## config.mk

```make
export PLATFORM = sky130hd
export DESIGN_NAME = dcache_access_ctrl
export DESIGN_NICKNAME = d
export VERILOG_FILES = /design/src/rtl/dcac_pkg.sv /design/src/rtl/dcac_tag_store.sv /design/src/rtl/dcac_mshr.sv /design/src/rtl/dcac_miss_fifo.sv /design/src/rtl/dcache_access_ctrl.sv
export SDC_FILE = /design/constraint.sdc
export NUM_CORES = 1
export LEC_CHECK = 0
export BUFFER_PORTS_ARGS = -buffer_cell sky130_fd_sc_hd__clkbuf_2
export CORE_AREA = 3 3 260 236
export CTS_CLUSTER_DIAMETER = 150
export DETAILED_ROUTE_END_ITERATION = 6
export DIE_AREA = 0 0 263 239
export PLACE_DENSITY = 0.59
export SLEW_MARGIN = 0
export SYNTH_ARGS = -nofsm -noshare
export SYNTH_HDL_FRONTEND = slang
export SYNTH_SLANG_ARGS = --single-unit
```

## constraint.sdc

```tcl
create_clock -name clk -period 8.5 [get_ports clk]
set_clock_uncertainty 0.05 [all_clocks]
set_input_delay 0.425 -clock clk [delete_from_list [all_inputs] [get_ports clk]]
set_output_delay 0.425 -clock clk [all_outputs]
set_load 0.03 [all_outputs]
```

## src/rtl/dcac_pkg.sv

```systemverilog
package dcac_pkg;

    // most entries one access can put into the miss queue in one cycle
    localparam int MAX_PUSH = 3;

    typedef enum logic [1:0] {
        LN_INV  = 2'b00,
        LN_VAL  = 2'b01,
        LN_MOD  = 2'b10,
        LN_PEND = 2'b11
    } line_st_e;

    typedef enum logic [1:0] {
        RSP_HIT  = 2'b00,
        RSP_MISS = 2'b01,
        RSP_FAIL = 2'b10
    } rsp_e;

    typedef enum logic [1:0] {
        MK_NONE  = 2'b00,
        MK_WRITE = 2'b01,
        MK_READ  = 2'b10,
        MK_WBACK = 2'b11
    } mreq_kind_e;

    function automatic logic line_usable(line_st_e st);
        return (st == LN_VAL) || (st == LN_MOD);
    endfunction

endpackage

```

## src/rtl/dcac_tag_store.sv

```systemverilog
module dcac_tag_store
    import dcac_pkg::*;
#(
    parameter int IDX_W = 3,
    parameter int TAG_W = 9
) (
    input  logic             clk,
    input  logic             rst,
    input  logic [IDX_W-1:0] rd_idx,
    output logic [TAG_W-1:0] rd_tag,
    output line_st_e         rd_st,
    input  logic             acc_we,
    input  logic [TAG_W-1:0] acc_tag,
    input  line_st_e         acc_st,
    input  logic [IDX_W-1:0] f_idx,
    output logic [TAG_W-1:0] f_tag,
    output line_st_e         f_st,
    input  logic             fill_we,
    input  line_st_e         fill_st
);
    localparam int SETS = 1 << IDX_W;

    logic [TAG_W-1:0] tag_q [SETS];
    line_st_e         st_q  [SETS];

    assign rd_tag = tag_q[rd_idx];
    assign rd_st  = st_q[rd_idx];
    assign f_tag  = tag_q[f_idx];
    assign f_st   = st_q[f_idx];

    for (genvar s = 0; s < SETS; s++) begin : g_set
        always_ff @(posedge clk) begin
            if (rst) begin
                st_q[s]  <= LN_INV;
                tag_q[s] <= '0;
            end else if (acc_we && rd_idx == IDX_W'(s)) begin
                st_q[s]  <= acc_st;
                tag_q[s] <= acc_tag;
            end else if (fill_we && f_idx == IDX_W'(s)) begin
                st_q[s]  <= fill_st;
            end
        end
    end

    // a fill only ever completes a line that is waiting
    p_fill_waiting_r12: assert property (@(posedge clk) disable iff (rst)
        fill_we |-> f_st == LN_PEND);

endmodule

```

## src/rtl/dcac_mshr.sv

```systemverilog
module dcac_mshr #(
    parameter int N     = 4,
    parameter int MAXM  = 2,
    parameter int BLK_W = 12
) (
    input  logic             clk,
    input  logic             rst,
    input  logic [BLK_W-1:0] probe_blk,
    output logic             probe_hit,
    output logic             can_merge,
    output logic             can_new,
    input  logic             add_en,
    input  logic             add_atomic,
    input  logic             rel_en,
    input  logic [BLK_W-1:0] rel_blk,
    output logic             rel_found,
    output logic             rel_atomic
);
    localparam int CNT_W = $clog2(MAXM + 1);
    localparam int IW    = (N > 1) ? $clog2(N) : 1;

    logic [N-1:0]     v_q, at_q, hit_vec, rel_vec;
    logic [BLK_W-1:0] blk_q [N];
    logic [CNT_W-1:0] cnt_q [N];
    logic [IW-1:0]    hit_idx, free_idx, rel_idx;
    logic             any_free;

    for (genvar e = 0; e < N; e++) begin : g_match
        assign hit_vec[e] = v_q[e] && (blk_q[e] == probe_blk);
        assign rel_vec[e] = v_q[e] && (blk_q[e] == rel_blk);
    end

    always_comb begin
        hit_idx  = '0;
        rel_idx  = '0;
        free_idx = '0;
        any_free = 1'b0;
        for (int e = N - 1; e >= 0; e--) begin
            if (hit_vec[e]) hit_idx = IW'(e);
            if (rel_vec[e]) rel_idx = IW'(e);
            if (!v_q[e]) begin
                free_idx = IW'(e);
                any_free = 1'b1;
            end
        end
    end

    assign probe_hit  = |hit_vec;
    assign can_merge  = probe_hit && (cnt_q[hit_idx] < CNT_W'(MAXM));
    assign can_new    = !probe_hit && any_free;
    assign rel_found  = |rel_vec;
    assign rel_atomic = rel_found && at_q[rel_idx];

    always_ff @(posedge clk) begin
        if (rst) begin
            v_q  <= '0;
            at_q <= '0;
            for (int e = 0; e < N; e++) begin
                blk_q[e] <= '0;
                cnt_q[e] <= '0;
            end
        end else begin
            if (rel_en && rel_found) begin
                v_q[rel_idx]  <= 1'b0;
                at_q[rel_idx] <= 1'b0;
            end
            if (add_en && probe_hit) begin
                cnt_q[hit_idx] <= cnt_q[hit_idx] + CNT_W'(1);
                if (add_atomic) at_q[hit_idx] <= 1'b1;
            end else if (add_en) begin
                v_q[free_idx]   <= 1'b1;
                blk_q[free_idx] <= probe_blk;
                cnt_q[free_idx] <= CNT_W'(1);
                at_q[free_idx]  <= add_atomic;
            end
        end
    end

    p_add_legal_r9: assert property (@(posedge clk) disable iff (rst)
        add_en |-> (can_merge || can_new));
    p_fill_pending_r12: assert property (@(posedge clk) disable iff (rst)
        rel_en |-> rel_found);

endmodule

```

## src/rtl/dcac_miss_fifo.sv

```systemverilog
module dcac_miss_fifo
    import dcac_pkg::*;
#(
    parameter int DEPTH = 8,
    parameter int W     = 23
) (
    input  logic                             clk,
    input  logic                             rst,
    input  logic [1:0]                       push_n,
    input  logic [MAX_PUSH-1:0][W-1:0]       push_data,
    input  logic                             pop,
    output logic [W-1:0]                     head,
    output logic                             nonempty,
    output logic [$clog2(DEPTH+1)-1:0]       free_cnt
);
    localparam int PTR_W = $clog2(DEPTH);
    localparam int CNT_W = $clog2(DEPTH + 1);

    logic [W-1:0]     mem_q [DEPTH];
    logic [PTR_W-1:0] wr_q, rd_q;
    logic [CNT_W-1:0] cnt_q;

    assign head     = mem_q[rd_q];
    assign nonempty = (cnt_q != '0);
    assign free_cnt = CNT_W'(DEPTH) - cnt_q;

    always_ff @(posedge clk) begin
        for (int k = 0; k < MAX_PUSH; k++) begin
            if (2'(k) < push_n) mem_q[wr_q + PTR_W'(k)] <= push_data[k];
        end
    end

    always_ff @(posedge clk) begin
        if (rst) begin
            wr_q  <= '0;
            rd_q  <= '0;
            cnt_q <= '0;
        end else begin
            wr_q  <= wr_q + PTR_W'(push_n);
            rd_q  <= rd_q + PTR_W'(pop);
            cnt_q <= cnt_q + CNT_W'(push_n) - CNT_W'(pop);
        end
    end

    p_no_overflow_r7: assert property (@(posedge clk) disable iff (rst)
        CNT_W'(push_n) <= free_cnt);
    p_no_underflow_r11: assert property (@(posedge clk) disable iff (rst)
        pop |-> nonempty);
    p_head_hold_r11: assert property (@(posedge clk) disable iff (rst)
        (nonempty && !pop) |=> $stable(head));

endmodule

```

## src/rtl/dcache_access_ctrl.sv

```systemverilog
module dcache_access_ctrl
    import dcac_pkg::*;
#(
    parameter int ADDR_W     = 16,
    parameter int OFF_W      = 4,
    parameter int IDX_W      = 3,
    parameter int MQ_DEPTH   = 8,
    parameter int MSHR_N     = 4,
    parameter int MSHR_MERGE = 2
) (
    input  logic              clk,
    input  logic              rst,
    input  logic              cfg_write_through,
    input  logic              cfg_private,
    input  logic              cfg_write_alloc,
    input  logic              req_valid,
    input  logic [ADDR_W-1:0] req_addr,
    input  logic              req_write,
    input  logic              req_atomic,
    input  logic              req_global,
    input  logic [OFF_W:0]    req_bytes,
    output logic              resp_valid,
    output logic [1:0]        resp_code,
    input  logic              fill_valid,
    input  logic [ADDR_W-1:0] fill_addr,
    output logic              mem_valid,
    output logic [1:0]        mem_kind,
    output logic [ADDR_W-1:0] mem_addr,
    output logic [OFF_W:0]    mem_bytes,
    input  logic              mem_full
);
    localparam int BLK_W      = ADDR_W - OFF_W;
    localparam int TAG_W      = BLK_W - IDX_W;
    localparam int SIZE_W     = OFF_W + 1;
    localparam int LINE_BYTES = 1 << OFF_W;
    localparam int FREE_W     = $clog2(MQ_DEPTH + 1);

    typedef struct packed {
        mreq_kind_e        kind;
        logic [ADDR_W-1:0] addr;
        logic [SIZE_W-1:0] bytes;
    } mreq_t;
    localparam int MREQ_W = $bits(mreq_t);

    // address split
    logic [BLK_W-1:0] req_blk, fill_blk;
    logic [IDX_W-1:0] req_idx, fill_idx;
    logic [TAG_W-1:0] req_tag, fill_tag;
    assign req_blk  = req_addr[ADDR_W-1:OFF_W];
    assign req_idx  = req_blk[IDX_W-1:0];
    assign req_tag  = req_blk[BLK_W-1:IDX_W];
    assign fill_blk = fill_addr[ADDR_W-1:OFF_W];
    assign fill_idx = fill_blk[IDX_W-1:0];
    assign fill_tag = fill_blk[BLK_W-1:IDX_W];

    // line state
    logic [TAG_W-1:0] line_tag, f_line_tag;
    line_st_e         line_st, f_line_st;
    logic             acc_we, fill_we;
    line_st_e         acc_st, fill_st;

    // pending block table
    logic mshr_hit, mshr_merge, mshr_new, mshr_add, mshr_add_at;
    logic rel_found, rel_atomic;

    // miss queue
    logic [FREE_W-1:0]                 mq_free;
    logic [1:0]                        push_n;
    logic [MAX_PUSH-1:0][MREQ_W-1:0]   push_data;
    logic [MREQ_W-1:0]                 head_bits;
    mreq_t                             head;
    logic                              mq_pop;

    dcac_tag_store #(.IDX_W(IDX_W), .TAG_W(TAG_W)) u_tags (
        .clk(clk), .rst(rst),
        .rd_idx(req_idx), .rd_tag(line_tag), .rd_st(line_st),
        .acc_we(acc_we), .acc_tag(req_tag), .acc_st(acc_st),
        .f_idx(fill_idx), .f_tag(f_line_tag), .f_st(f_line_st),
        .fill_we(fill_we), .fill_st(fill_st)
    );

    dcac_mshr #(.N(MSHR_N), .MAXM(MSHR_MERGE), .BLK_W(BLK_W)) u_mshr (
        .clk(clk), .rst(rst),
        .probe_blk(req_blk), .probe_hit(mshr_hit),
        .can_merge(mshr_merge), .can_new(mshr_new),
        .add_en(mshr_add), .add_atomic(mshr_add_at),
        .rel_en(fill_valid), .rel_blk(fill_blk),
        .rel_found(rel_found), .rel_atomic(rel_atomic)
    );

    dcac_miss_fifo #(.DEPTH(MQ_DEPTH), .W(MREQ_W)) u_mq (
        .clk(clk), .rst(rst),
        .push_n(push_n), .push_data(push_data),
        .pop(mq_pop), .head(head_bits),
        .nonempty(mem_valid), .free_cnt(mq_free)
    );

    // fill completion
    assign fill_we = fill_valid && rel_found && (f_line_st == LN_PEND) && (f_line_tag == fill_tag);
    assign fill_st = rel_atomic ? LN_MOD : LN_VAL;

    // access decision
    logic  line_hit, pend_other, victim_dirty, fwd_write;
    logic  do_w, do_r, do_wb;
    rsp_e  code_d;
    mreq_t cand [MAX_PUSH];
    mreq_t slot [MAX_PUSH];
    logic [MAX_PUSH-1:0] cand_en;

    assign line_hit     = line_usable(line_st) && (line_tag == req_tag);
    assign pend_other   = (line_st == LN_PEND) && (line_tag != req_tag);
    assign victim_dirty = (line_st == LN_MOD);
    assign fwd_write    = req_write && (cfg_write_through || (cfg_private && req_global));

    always_comb begin
        code_d      = RSP_FAIL;
        do_w        = 1'b0;
        do_r        = 1'b0;
        do_wb       = 1'b0;
        acc_we      = 1'b0;
        acc_st      = LN_INV;
        mshr_add    = 1'b0;
        mshr_add_at = 1'b0;
        if (req_valid && !fill_valid) begin
            if (line_hit) begin
                if (fwd_write) begin
                    if (mq_free >= FREE_W'(1)) begin
                        code_d = RSP_HIT;
                        do_w   = 1'b1;
                        acc_we = 1'b1;
                        acc_st = LN_INV;
                    end
                end else begin
                    code_d = RSP_HIT;
                    if (req_write || req_atomic) begin
                        acc_we = 1'b1;
                        acc_st = LN_MOD;
                    end
                end
            end else if (!pend_other) begin
                if (req_write && !cfg_write_alloc) begin
                    if (mq_free >= FREE_W'(1)) begin
                        code_d = RSP_MISS;
                        do_w   = 1'b1;
                    end
                end else if ((mq_free >= FREE_W'(req_write ? 3 : 2)) &&
                             (mshr_merge || mshr_new)) begin
                    code_d      = RSP_MISS;
                    do_w        = req_write;
                    mshr_add    = 1'b1;
                    mshr_add_at = req_atomic && !req_write;
                    if (mshr_new) begin
                        do_r   = 1'b1;
                        do_wb  = victim_dirty;
                        acc_we = 1'b1;
                        acc_st = LN_PEND;
                    end
                end
            end
        end
    end

    // candidate requests in issue order: write, line read, writeback
    always_comb begin
        cand[0] = '{kind: MK_WRITE, addr: req_addr, bytes: req_bytes};
        cand[1] = '{kind: MK_READ, addr: {req_blk, {OFF_W{1'b0}}},
                    bytes: SIZE_W'(LINE_BYTES)};
        cand[2] = '{kind: MK_WBACK, addr: {line_tag, req_idx, {OFF_W{1'b0}}},
                    bytes: SIZE_W'(LINE_BYTES)};
        cand_en = {do_wb, do_r, do_w};
    end

    always_comb begin
        logic [1:0] n;
        n = 2'd0;
        for (int k = 0; k < MAX_PUSH; k++) slot[k] = '0;
        for (int k = 0; k < MAX_PUSH; k++) begin
            if (cand_en[k]) begin
                slot[n] = cand[k];
                n = n + 2'd1;
            end
        end
        push_n = n;
        for (int k = 0; k < MAX_PUSH; k++) push_data[k] = slot[k];
    end

    // memory side
    assign head      = mreq_t'(head_bits);
    assign mq_pop    = mem_valid && !mem_full;
    assign mem_kind  = head.kind;
    assign mem_addr  = head.addr;
    assign mem_bytes = head.bytes;

    always_ff @(posedge clk) begin
        if (rst) begin
            resp_valid <= 1'b0;
            resp_code  <= RSP_HIT;
        end else begin
            resp_valid <= req_valid;
            resp_code  <= code_d;
        end
    end

    p_resp_follow_r2: assert property (@(posedge clk) disable iff (rst)
        req_valid |=> resp_valid);
    p_fill_fail_r12: assert property (@(posedge clk) disable iff (rst)
        (req_valid && fill_valid) |=> (resp_code == RSP_FAIL));
    p_port_hold_r11: assert property (@(posedge clk) disable iff (rst)
        (mem_valid && mem_full) |=> (mem_valid && $stable(mem_addr) && $stable(mem_kind)));

endmodule

```

* Word level (Yosys, flattened, before mapping)
Memories as Yosys holds them, arrays and structs flattened. A register that Yosys moved wholly into a read port is not among the register bits. Index checks and enable logic that the tools add are counted.
Word-level totals: register bits after elaboration 21, RAM bits 328, input bits 48, output and inout port bits 27, word-level logic and storage cells 365, memories 5
Memory list:
- u_mq.mem_q | words 8, bits a word 23, read ports 1, clocked after Yosys merged registers in 1, write ports 3, RTL line dcac_miss_fifo.sv:19 | logic [W-1:0] mem_q [DEPTH];
- u_tags.tag_q | words 8, bits a word 9, read ports 2, clocked after Yosys merged registers in 0, write ports 8, RTL line dcac_tag_store.sv:23 | logic [TAG_W-1:0] tag_q [SETS];
- u_mshr.blk_q | words 4, bits a word 12, read ports 4, clocked after Yosys merged registers in 0, write ports 4, RTL line dcac_mshr.sv:23 | logic [BLK_W-1:0] blk_q [N];
- u_tags.st_q | words 8, bits a word 2, read ports 2, clocked after Yosys merged registers in 0, write ports 8, RTL line dcac_tag_store.sv:24 | line_st_e st_q [SETS];
- u_mshr.cnt_q | words 4, bits a word 2, read ports 1, clocked after Yosys merged registers in 0, write ports 4, RTL line dcac_mshr.sv:24 | logic [CNT_W-1:0] cnt_q [N];
Operators by class: add/subtract/negate cells 10, magnitude comparators 16, eq/ne operators 29, multiplexer cells 202, bitwise gates (word level) 32, reduce and logical (&&, ||, !) cells 63
Operators with widths (count):
- $bwmux 69 | 2
- $mux 69 | 2
- $mux 1 | 117
- $mux 2 | 52
- $eq 12x12->1 | 8
- $demux 23 s2 | 2
- $mux 9 | 8
- $mux 23 | 2
- $logic_and 1x1->1 | 45
- $mux 4 | 9
- $eq 3x3->1 const B | 8
- $or 1x1->1 | 24
- $mux 22 | 1
- $eq 9x9->1 | 2
- $eq 3x2->1 const B | 4
- $mux 12 | 1
- $reduce_or 12->1 | 1
- $lt 2x3->1 const B | 3
- $ne 9x9->1 | 1
- $and 4x4->4 | 2
- $or 4x4->4 | 2
- $reduce_or 4->1 | 2
- $add 2x1->2 const B | 3
- $demux 1 s2 | 3
- 29 further kinds | 48

* Longest topological paths before layout
An unclocked memory read counts as a cell.
word-level depth 27, mapped depth 22, mapped depth without buffers 19

* Modules after synthesis
Synthesis repeated with hierarchy kept, for this count alone.
Unflattened totals: cell total of the unflattened synthesis 2303, area total of the unflattened synthesis 23719.0 um^2
By module, submodules not included:
- dcac_miss_fifo | times used 1, cells each 1372, area each 13103.8 um^2, seq. area each 5725.5 um^2
- dcac_tag_store | times used 1, cells each 330, area each 5022.3 um^2, seq. area each 2642.5 um^2
- dcac_mshr | times used 1, cells each 406, area each 4235.3 um^2, seq. area each 1841.8 um^2
- dcache_access_ctrl | times used 1, cells each 195, area each 1357.6 um^2, seq. area each 60.1 um^2

* Worst setup path after synthesis
Ideal clock, no wire load.
path type input-to-reg, from input req_addr[4], to memory u_mq.mem_q[7][0] (enable), library setup time 0.435 ns, data arrival time 5.862 ns, required time 8.015 ns, setup slack 2.153 ns, cell stages on the path 17, path buffers 4, cell sequence buf_4 -> buf_6 -> buf_2 -> mux4_2 -> nand2_1 -> nand2_1 -> ha_1 -> or4_1 -> o311ai_1 -> o211ai_1 -> nor2_4 -> inv_2 -> ha_1 -> o21ai_1 -> buf_2 -> a21oi_1 -> o21ai_0
RTL lines:
- from (decl) | RTL line dcache_access_ctrl.sv:17 | input logic [ADDR_W-1:0] req_addr,
- to (decl) | RTL line dcac_miss_fifo.sv:19

==> metrics.yaml <==
outcome:
  outcome: "finished with violations"
  violations: "DRC"
clocking:
  cts_hold_buffers: 0
  cts_tree: "built"
  ctsResizeCount: 0
  root_buffer: "clkbuf_16"
  cts_sinks: 349
  post_cts_buffers: 0
  cts-buffers-inserted: 40
  clk_pin_slew_worst_paths_ps: 60
  ctsLongestPathBuffers: 3
  h-tree-depth: 2
  clock_latency_ps: 560
timing:
  whs_ps: 100
  finalSetupTns_ps: 0
  rsz0062_at_grt: "no"
  worst-slew-pin-transition_ps: 1410
  max_slew_margin: 0.0550
  period_share: 0.821
  fmax_mhz: 143
  finalHoldViolations: 0
  finalMaxSlewViolations: 0
  setup_viol: 0
  final.min_clock_period_ps: 6980
worst_setup_path:
  reg2reg_depth: 16
  required_ps: 8630
  cp-end-kind: "flop"
  crit_path_max_fanout: 23
  criticalPathCategory: "in -> reg"
  start_kind: "primary input"
  worstPathArrival_ps: 7110
global_route:
  grt_max_degree: 65
  grt_pass1_vias: 15203
  gr-usage-met2: 0.311
  grt_use_met3: 0.0470
  grt_usage: 0.203
  overflow: 0
  top_usage_layer: "met2"
  grt_use_met1: 0.287
  grt_antenna_before_repair: 1
  grt_pass1_wl_mm: 97.5
routing:
  post-route-drc-count: 5
  ant_nets: 0
  vias_per_cell: 5.96
  drt_iter0_markers: 1736
  wl_per_cell_um: 25.1
  dr.pass1.iters: 7
  dr_total_vias: 15510
  drt_wl_total_mm: 65.4
synthesis:
  synth_top_area_cell: "edfxtp_1"
  synth-edff-count: 328
  synth_ff_type: "edfxtp_1"
  async_reset_ff_frac: 0
  syn_inst: 1786
  syn_area_per_cell_um2: 11.5
  syn-num-nets: 1856
  ys_ff_latch: 349
  synth_area_um2: 20600
  yosysTopAreaCellShare: 0.479
  yosysSeqAreaShare: 0.499
  synth.top_cells.by_area: "edfxtp_1 (48%), mux4_2 (7.8%), xnor2_1 (4.7%)"
  synth.distinct_cells: 89
  yosys_warnings: 0
final_layout:
  layout-drive-gt1-share: 0.183
  nets: 1866
  syn_to_final_growth_pct: 10.7
floorplan:
  ioPinCount: 75
  coreArea_um2: 58600
  die_height_um: 239
  die-area_um2: 62900
  rows: 84
  initial_core_util: 0.351
  die_x_um: 263
hold_path:
  hold_path_class: "in -> reg"
  hold_depth: 2
placement:
  gp_congestion: 0.959
  dp_hpwl_mm: 43.7
  io_buffers: 70
pwr:
  ir_drop_mv: 0.125
  power.density_nw_per_um2: 219
  cellLeakagePower_nw: 7.80
job:
  max_cap_viol_count: 0
## final cells by class
cell class	count	area, um^2
fill	5679	35900
sequential	349	10300
clock buffer	46	1040
clock inverter	26	161
multi-input combinational	1256	9510
tap	774	968
timing repair buffer	111	658
inverter	38	143
antenna	2	5.00
## power by group
group	internal (W)	total, W	leakage (nW)	switching, W
registers	0.00201	0.00212	3.40	0.000109
logic	0.000484	0.00124	3.80	0.000759
clock network	0.000913	0.00161	0.600	0.000698
## cell families (layout without fill, tap and decap cells)
kind of cell | count (synthesis) | after routing | share of synthesized area
AOI/OAI and AO/OA | 356 | 356 | 0.123
buffers and inverters | 181 | 221 | 0.0397
adders and majority gates | 22 | 22 | 0.0141
DFF | 349 | 349 | 0.499
muxes | 152 | 152 | 0.120
other | 0 | 2 | 0
xor gates and xnor gates | 120 | 120 | 0.0511
and+or+nand+nor | 606 | 606 | 0.152
## cell usage in the layout (no fill, tap or decap), types with 8 or more instances in the layout
master | synthesis | layout
a22oi_1 | 30 | 30
mux2_2 | 35 | 35
nor2_1 | 149 | 149
mux2i_1 | 41 | 41
clkbuf_16 | 0 | 41
o21bai_1 | 15 | 8
mux4_2 | 71 | 71
and2_1 | 94 | 94
a21o_1 | 11 | 11
o21bai_2 | 1 | 8
o211ai_1 | 12 | 12
nand2_1 | 119 | 119
or3_1 | 16 | 16
nor3_1 | 37 | 37
edfxtp_1 | 328 | 328
a22o_1 | 8 | 8
nor2b_1 | 11 | 11
o22ai_1 | 28 | 28
nand2b_1 | 19 | 19
xnor2_1 | 110 | 110
nor4_1 | 23 | 23
ha_1 | 20 | 20
a31oi_1 | 10 | 10
clkbuf_2 | 0 | 70
or2_2 | 10 | 10
inv_1 | 35 | 35
clkinv_1 | 1 | 10
and3_1 | 29 | 29
a21oi_1 | 58 | 58
nand4_1 | 19 | 19
o221ai_1 | 38 | 38
xor2_1 | 10 | 10
nand3_1 | 48 | 48
o21ai_0 | 57 | 56
buf_4 | 7 | 41
clkinv_2 | 0 | 11
o21ai_1 | 21 | 21
dfxtp_1 | 21 | 19
## Yosys cell counts, types with 6 or more instances
master    number
a21o_1        11
a21oi_1       58
a22o_1         8
a22oi_1       30
a311oi_1       7
a31oi_1       10
a32oi_1        7
and2_1        94
and3_1        29
buf_1         14
buf_2         35
buf_4          7
buf_6          9
clkbuf_1      78
dfxtp_1       21
edfxtp_1     328
ha_1          20
inv_1         35
mux2_2        35
mux2i_1       41
mux4_2        71
nand2_1      119
nand2b_1      19
nand3_1       48
nand3b_1       6
nand4_1       19
nor2_1       149
nor2b_1       11
nor3_1        37
nor4_1        23
o211ai_1      12
o21ai_0       57
o21ai_1       21
o21bai_1      15
o221ai_1      38
o22ai_1       28
or2_2         10
or3_1         16
or4_1          6
xnor2_1      110
xor2_1        10
## sequential cells by signal, indices dropped and copies added, names as in the netlist
| register | flops |
|---|---|
| resp_valid | 1 |
| u_mq.mem_q | 184 |
| u_mshr.blk_q | 48 |
| u_mshr.cnt_q | 8 |
| u_mshr.v_q | 4 |
| u_tags.st_q | 16 |
| u_mshr.at_q | 4 |
| u_tags.tag_q | 72 |
| u_mq.wr_q | 3 |
| resp_code | 2 |
| u_mq.rd_q | 3 |
| u_mq.cnt_q | 4 |
## critical path: stages
cell,delay (ps)
clkbuf_2,520
buf_4,340
mux2i_1,110
a22o_1,250
a211oi_2,690
xnor2_1,280
nor3b_2,380
a21oi_1,190
o211ai_1,520
nor2_4,190
ha_1,580
nand2_1,190
nor3_1,210
a21oi_2,180
buf_4,270
o21ai_2,1010
o21bai_2,290
buf_4,430
## per-stage QoR
step           instances  area [um^2]  setup WS [ps]  utilization  total power (W)
6_report            2602        22800           1520        0.388          0.00498
5_1_grt             2600        22800           1210        0.388          0.00518
4_1_cts             2600        22800           1690        0.388          0.00500
3_5_place_dp        2528        21600           1190        0.368          0.00339
3_3_place_gp        2528        21600           1300        0.368          0.00337
2_1_floorplan       1786        20600           2150            -          0.00304
## final timing paths
path                                                    end  slack, ps                             start
worst max-delay path            u_mq.mem_q[6][21]$_DFFE_PP_       1520                       req_addr[5]
worst min-delay path                  resp_valid$_SDFF_PP0_        100                         req_valid
worst max register to register  u_mq.mem_q[6][21]$_DFFE_PP_       1940  u_tags.tag_q[7][2]$_SDFFCE_PN0P_
worst min register to register    u_mshr.at_q[1]$_SDFF_PP0_        460         u_mshr.at_q[1]$_SDFF_PP0_
## layer usage
layer  wire length (um)  part of all wire  vias up
li1                   -                 -     6790
met1              28100              0.43     7744
met2              28800              0.44      823
met3               6610              0.10      153
met4               1910             0.029        0
met5                  0                 0        -
Note: power is estimated with default switching activity, not from simulation.
